[src/rtl/rq_pkg.sv]
// Shared helpers for the retire queue.
// Assumes: pointer and increment are each below the queue depth.
package rq_pkg;
    // Circular add of an increment to a slot pointer.
    function automatic int unsigned wrap_add(int unsigned ptr, int unsigned inc, int unsigned depth);
        int unsigned s;
        s = ptr + inc;
        return (s >= depth) ? s - depth : s;
    endfunction
endpackage

[src/rtl/rq_normalize.sv]
// Turns a raw micro-op count into the slot amount an entry occupies.
// Assumes: DEPTH fits in CNT_W bits.
module rq_normalize #(
    parameter int DEPTH = 16,
    parameter int UOP_W = 5,
    parameter int CNT_W = 5
) (
    input  logic [UOP_W-1:0] uops,
    output logic [CNT_W-1:0] slots
);
    // Clamp to the range 1..DEPTH.
    always_comb begin
        if (uops == '0)
            slots = CNT_W'(1);
        else if (32'(uops) > DEPTH)
            slots = CNT_W'(DEPTH);
        else
            slots = CNT_W'(uops);
    end
endmodule

[src/rtl/rq_entries.sv]
// Per-slot state: occupied, executed and slot amount, held at the token index.
// Assumes: a write and a clear never target the same index in one cycle.
module rq_entries #(
    parameter int DEPTH = 16,
    parameter int IDX_W = 4,
    parameter int CNT_W = 5
) (
    input  logic                        clk,
    input  logic                        rst_n,
    input  logic                        wr_en,
    input  logic [IDX_W-1:0]            wr_idx,
    input  logic [CNT_W-1:0]            wr_cnt,
    input  logic                        exe_en,
    input  logic [IDX_W-1:0]            exe_idx,
    input  logic [DEPTH-1:0]            clr,
    output logic [DEPTH-1:0]            valid_q,
    output logic [DEPTH-1:0]            exec_q,
    output logic [DEPTH-1:0][CNT_W-1:0] cnt_q
);
    // Allocate, mark executed and release entries.
    always_ff @(posedge clk) begin
        if (!rst_n) begin
            valid_q <= '0;
            exec_q  <= '0;
            cnt_q   <= '0;
        end else begin
            for (int i = 0; i < DEPTH; i++) begin
                if (clr[i]) begin
                    valid_q[i] <= 1'b0;
                    exec_q[i]  <= 1'b0;
                end
                if (wr_en && 32'(wr_idx) == i) begin
                    valid_q[i] <= 1'b1;
                    exec_q[i]  <= 1'b0;
                    cnt_q[i]   <= wr_cnt;
                end
                if (exe_en && 32'(exe_idx) == i && valid_q[i])
                    exec_q[i] <= 1'b1;
            end
        end
    end
endmodule

[src/rtl/rq_retire_select.sv]
// Walks from the head over consecutive executed entries, up to LANES of them.
// Assumes: occupied equals the sum of slot amounts of live entries.
module rq_retire_select #(
    parameter int DEPTH = 16,
    parameter int LANES = 2,
    parameter int IDX_W = 4,
    parameter int CNT_W = 5
) (
    input  logic [IDX_W-1:0]            head,
    input  logic [CNT_W-1:0]            occupied,
    input  logic [DEPTH-1:0]            valid,
    input  logic [DEPTH-1:0]            exec,
    input  logic [DEPTH-1:0][CNT_W-1:0] cnt,
    output logic [LANES-1:0]            lane_valid,
    output logic [LANES-1:0][IDX_W-1:0] lane_tok,
    output logic [DEPTH-1:0]            clr,
    output logic [CNT_W-1:0]            freed,
    output logic [IDX_W-1:0]            next_head
);
    import rq_pkg::*;

    // Chain the lanes: each lane starts where the previous retired entry ended.
    always_comb begin
        logic [IDX_W-1:0] ptr;
        logic [CNT_W-1:0] used;
        logic             go;
        ptr  = head;
        used = '0;
        go   = 1'b1;
        clr  = '0;
        for (int i = 0; i < LANES; i++) begin
            go = go && (used < occupied) && valid[ptr] && exec[ptr];
            lane_valid[i] = go;
            lane_tok[i]   = ptr;
            if (go) begin
                clr[ptr] = 1'b1;
                used     = used + cnt[ptr];
                ptr      = IDX_W'(wrap_add(32'(ptr), 32'(cnt[ptr]), DEPTH));
            end
        end
        freed     = used;
        next_head = ptr;
    end
endmodule

[src/rtl/retire_queue.sv]
// Variable-slot circular retire queue: reserve, mark executed, retire in order.
// Assumes: notifications only name live, not-yet-executed tokens.
module retire_queue #(
    parameter int DEPTH      = 16,
    parameter int UOP_W      = 5,
    parameter int MAX_RETIRE = 2,
    localparam int IDX_W     = (DEPTH > 1) ? $clog2(DEPTH) : 1,
    localparam int CNT_W     = $clog2(DEPTH + 1),
    localparam int LANES     = (MAX_RETIRE == 0) ? DEPTH : MAX_RETIRE
) (
    input  logic                        clk,
    input  logic                        rst_n,
    input  logic                        rsv_valid,
    input  logic [UOP_W-1:0]            rsv_uops,
    output logic                        rsv_ready,
    output logic [IDX_W-1:0]            rsv_token,
    input  logic                        exe_valid,
    input  logic [IDX_W-1:0]            exe_token,
    output logic [LANES-1:0]            ret_valid,
    output logic [LANES-1:0][IDX_W-1:0] ret_token,
    output logic [CNT_W-1:0]            avail
);
    import rq_pkg::*;

    logic [IDX_W-1:0]            head_q, tail_q, head_d;
    logic [CNT_W-1:0]            avail_q, slots, freed, occupied;
    logic                        accept;
    logic [DEPTH-1:0]            ent_valid, ent_exec, clr;
    logic [DEPTH-1:0][CNT_W-1:0] ent_cnt;

    rq_normalize #(.DEPTH(DEPTH), .UOP_W(UOP_W), .CNT_W(CNT_W)) u_norm (
        .uops (rsv_uops),
        .slots(slots)
    );

    rq_entries #(.DEPTH(DEPTH), .IDX_W(IDX_W), .CNT_W(CNT_W)) u_ent (
        .clk    (clk),
        .rst_n  (rst_n),
        .wr_en  (accept),
        .wr_idx (tail_q),
        .wr_cnt (slots),
        .exe_en (exe_valid),
        .exe_idx(exe_token),
        .clr    (clr),
        .valid_q(ent_valid),
        .exec_q (ent_exec),
        .cnt_q  (ent_cnt)
    );

    rq_retire_select #(.DEPTH(DEPTH), .LANES(LANES), .IDX_W(IDX_W), .CNT_W(CNT_W)) u_sel (
        .head      (head_q),
        .occupied  (occupied),
        .valid     (ent_valid),
        .exec      (ent_exec),
        .cnt       (ent_cnt),
        .lane_valid(ret_valid),
        .lane_tok  (ret_token),
        .clr       (clr),
        .freed     (freed),
        .next_head (head_d)
    );

    // Admission decision against the free-slot count.
    always_comb begin
        occupied  = CNT_W'(DEPTH) - avail_q;
        rsv_ready = (avail_q >= slots);
        accept    = rsv_valid && rsv_ready;
        rsv_token = tail_q;
        avail     = avail_q;
    end

    // Pointer and free-count update, combining reserve and retire.
    always_ff @(posedge clk) begin
        if (!rst_n) begin
            head_q  <= '0;
            tail_q  <= '0;
            avail_q <= CNT_W'(DEPTH);
        end else begin
            head_q  <= head_d;
            if (accept)
                tail_q <= IDX_W'(wrap_add(32'(tail_q), 32'(slots), DEPTH));
            avail_q <= avail_q - (accept ? slots : '0) + freed;
        end
    end
endmodule

[config.mk]
export PLATFORM = sky130hd
export DESIGN_NAME = retire_queue
export DESIGN_NICKNAME = d
export VERILOG_FILES = /design/src/rtl/rq_pkg.sv /design/src/rtl/rq_normalize.sv /design/src/rtl/rq_entries.sv /design/src/rtl/rq_retire_select.sv /design/src/rtl/retire_queue.sv
export SDC_FILE = /design/constraint.sdc
export NUM_CORES = 1
export LEC_CHECK = 0
export ABC_AREA = 1
export CORE_MARGIN = 5
export CORE_UTILIZATION = 56
export DETAILED_ROUTE_END_ITERATION = 10
export PLACE_DENSITY = 0.77
export SYNTH_ARGS = -nofsm -noshare
export SYNTH_HDL_FRONTEND = slang
export SYNTH_SLANG_ARGS = --single-unit
[constraint.sdc]
create_clock -name clk -period 6.1 [get_ports clk]
set_clock_uncertainty 0.2 [all_clocks]
set_input_delay 1.22 -clock clk [delete_from_list [all_inputs] [get_ports clk]]
set_output_delay 1.22 -clock clk [all_outputs]
set_load 0.05 [all_outputs]
==> out/results.tsv <==
stage	metric	value	unit
grt	global_route_wire_length_before_repair	45040	µm
power_and_ir_drop	part_of_the_total_power_dissipated_in_the_clock_network	39.2	%
synthesis	ys_ff_latch	125	
routing	detail_route.first_pass.iterations	6	
floorplanning	placement_rows	42	
critical_path	crit_end	avail[4]	
placement	gp_routability_congestion	1.061	
grt	overflow	0	
sta	max_freq	162.9	MHz
synthesis	synth.lib_cells_used.distinct	39	
cts	cts_inserted_buffers	17	
power_and_ir_drop	intPower	0.001807	W
layout	antenna_diode_count	0	
run_status	violations	setup timing	
routing	drtIter0Drc	1244	
synthesis	syn_avg_cell_area	6.570	µm²
cts	worst_skew_pair.late_latency	0.43	ns
critical_path	worst_r2r_endpoint	avail[4]	
synthesis	yosysWarnings	0	
floorplanning	design.core.area	13350	µm²
cts	cts_buffer_depth	2	
sta	hold_violations	0	
power_and_ir_drop	powerDensity	281.9	nW/µm²
layout	drive_gt1_share	16.30	%
critical_path	crit_required	6.20	ns
sta	layout_setup_ws	-0.03852	ns
routing	drc	0	
routing	final_wirelength	29980	µm
synthesis	post_synth_instance_area	7700	µm²
layout	nNetsFinal	1322	
power_and_ir_drop	seq_pwr_share	33.2	%
placement	port-buffer-count	32	
grt	pin_count_of_the_biggest_net_entering_global_routing	46	
sta	worst_slew_pin_slew	1.240	ns
placement	postPlaceCellArea	8731	µm²
critical_path	critPathCaptureType	flip-flop	
placement	detailedPlacementHpwl	22480	µm
routing	via_count	8991	
job	maxCapViolCount	0	
routing	final_routed_wire_length_divided_by_cell_count	20.48	µm
grt	number_of_antenna_violations_at_the_first_check_in_global_routing	0	
power_and_ir_drop	max-vdd-ir-drop	0.2414	mV
min_path	timing.hold.worst.class	flip-flop to flip-flop	
grt	via_count_of_the_first_global_routing_pass	8037	
critical_path	worst_setup_path_start_kind	flip-flop	
cts	h-tree-depth	4	
cts	post_cts_hold_buffer_count	0	
layout	area.growth.synth_to_final	25.22	%
layout	finish.utilization	72.23	%
grt	grt_usage	35.92	%
critical_path	worst_r2r_startpoint	head_q[1]	
power_and_ir_drop	p_switching	0.0009105	W
synthesis	synth-seq-area-share	32.50	%
layout	postLayoutCellArea	9642	µm²
cts	clock-root-buffer	clkbuf_16	
critical_path	timing.setup.critical_path_class	flip-flop to flip-flop	
critical_path	crit_fanout	8	
sta	timing.final.crit_period	6.139	ns
floorplanning	die_w	127.3	µm
routing	route.detailed.vias_per_inst	6.141	
sta	slew_viol_final	0	
placement	number_of_instances_in_the_placed_design	1414	
sta	relSlewSlack	17.00	%
critical_path	critical_path_arrival	6.24	ns
floorplanning	boundaryPins	33	
layout	fin_cells	1464	
synthesis	postSynthCellCount	1172	
critical_path	crit_path_top_delay_cell	or4_4	
critical_path	ff2ff_setup_slack	-0.04	ns
sta	final.period_utilization	100.6	%
run_status	run_status	finished, violations left	
power_and_ir_drop	p_leak	4.121	nW
power_and_ir_drop	power.share.combinational	27.6	%
critical_path	worst_r2r_path_depth	28	
power_and_ir_drop	power.share.switching	33.50	%
floorplanning	die_area	16200	µm²
cts	path_clk_slew	0.06	ns
critical_path	max_stage_delay	0.59	ns
synthesis	syn-num-nets	1218	
cts	tritoncts	built	
sta	grt_setup_unrepaired	yes	
sta	final-setup-viol-count	1	
routing	ant_nets_after_route	0	
floorplanning	die_y	127.3	µm
cts	cts_num_sinks	125	
critical_path	launch_point_of_the_critical_path	head_q[1]	
floorplanning	initial_utilization	57.69	%
power_and_ir_drop	finalPower	0.002718	W
## placed cells by master (no fill, tap or decap), drive strengths merged, types with 8 or more instances in the layout
cell / instances
o21ai: 132
clkdlybuf4s50: 29
nand2: 253
nand3: 59
inv: 157
buf: 105
dfxtp: 125
clkbuf: 20
clkinv: 9
ha: 25
a21oi: 140
fa: 8
a22oi: 12
nand4: 39
o22ai: 38
nor2: 95
## how the worst min path moves through the flow
stage,startpoint,to,slack [ns],depth (start not counted)
detailed placement,u_ent.cnt_q[9],u_ent.cnt_q[9],0.27,2
global route,u_ent.cnt_q[9],u_ent.cnt_q[9],0.29,2
global placement,u_ent.cnt_q[19],u_ent.cnt_q[19],0.26,2
floorplan,u_ent.cnt_q[19],u_ent.cnt_q[19],0.24,2
CTS,u_ent.cnt_q[9],u_ent.cnt_q[9],0.28,2
finish,u_ent.cnt_q[9],u_ent.cnt_q[9],0.28,2
## metal layers
layer,GRT usage [%],routed length (µm),up-vias
met1,48.76,11990,4117
met5,0,0,-
li1,-,-,4143
met2,54.20,12980,615
met4,16.40,1403,0
met3,8.431,3600,116
## power groups by stage
stage | combinational [W] | clock [W] | sequential [W]
after floorplan | 0.000409 | 0 | 0.000963
after global placement | 0.000660 | 0 | 0.000918
after detailed placement | 0.000681 | 0 | 0.000917
after CTS | 0.000708 | 0.00106 | 0.000900
after global routing | 0.000823 | 0.00111 | 0.000907
final | 0.000750 | 0.00107 | 0.000902
## per-stage QoR
stage	hold slack [ns]	setup TNS, ns	setup slack, ns
3_5_place_dp	0.2677	-0.1101	-0.1101
3_3_place_gp	0.2611	0	0.1116
4_1_cts	0.2775	0	0.03582
5_1_grt	0.2931	-0.3218	-0.3218
6_report	0.2776	-0.03852	-0.03852
2_1_floorplan	0.2442	0	0.01279
## cell usage after synthesis (all sizes together)
cell type  count  area, µm²
nand2        253       1010
a22oi         12      90.09
nor3           5      25.02
inv          155      581.8
nand3b         1      7.510
o21a           3      22.52
ha            25      312.8
o211ai         5      37.54
clkinv         3      11.26
or2            4      25.03
nand4         39      244.0
nor4           1      6.260
a31oi          6      37.54
o22ai         38      237.7
dfxtp        125       2502
clkbuf        37      138.9
or4            1      7.510
xor2           6      52.55
a21oi        140      700.7
o21ai        132      664.4
xnor2          2      17.52
nand3         59      300.3
nor2          95      391.6
a221oi         1      8.760
o221ai         2      17.52
fa             8      160.2
buf           13      82.57
and2           1      6.260
## registers in the layout, summed over array words and instances (netlist names)
signal / count
avail: 5
head_q: 4
rsv_token: 4
u_ent.cnt_q: 80
u_ent.exec_q: 16
u_ent.valid_q: 16
## layout make-up
| class | count | area (µm²) |
|---|---|---|
| inverter | 158 | 609.3 |
| clock buffer | 19 | 442.9 |
| tap | 176 | 220.2 |
| timing repair buffer | 135 | 1114 |
| fill | 1131 | 3706 |
| clock inverter | 12 | 161.4 |
| multi-input combinational | 839 | 4584 |
| sequential | 125 | 2510 |
## critical path: cells and delay by family, from the launching register on
kind                       cells  cell delay [ns]
DFF                            1             0.38
and+or+nand+nor                7             1.10
buffers and inverters          5             0.39
adders and majority gates      5             2.14
xor gates and xnor gates       3             0.52
AOI/OAI and AO/OA              8             1.27
## kinds of logic after synthesis
logic type	share of synthesized area (%)
AOI/OAI and AO/OA	23.59
xor gates and xnor gates	0.9100
buffers and inverters	10.58
DFF	32.50
and+or+nand+nor	26.28
adders and majority gates	6.142
## timing repair
item | CTS | global route
resized for setup | 4 | 36
pin swaps | 7 | 31
setup buffers | 5 | 14
setup endpoints to repair | 1 | 1
(Power assumes the default switching activity.)
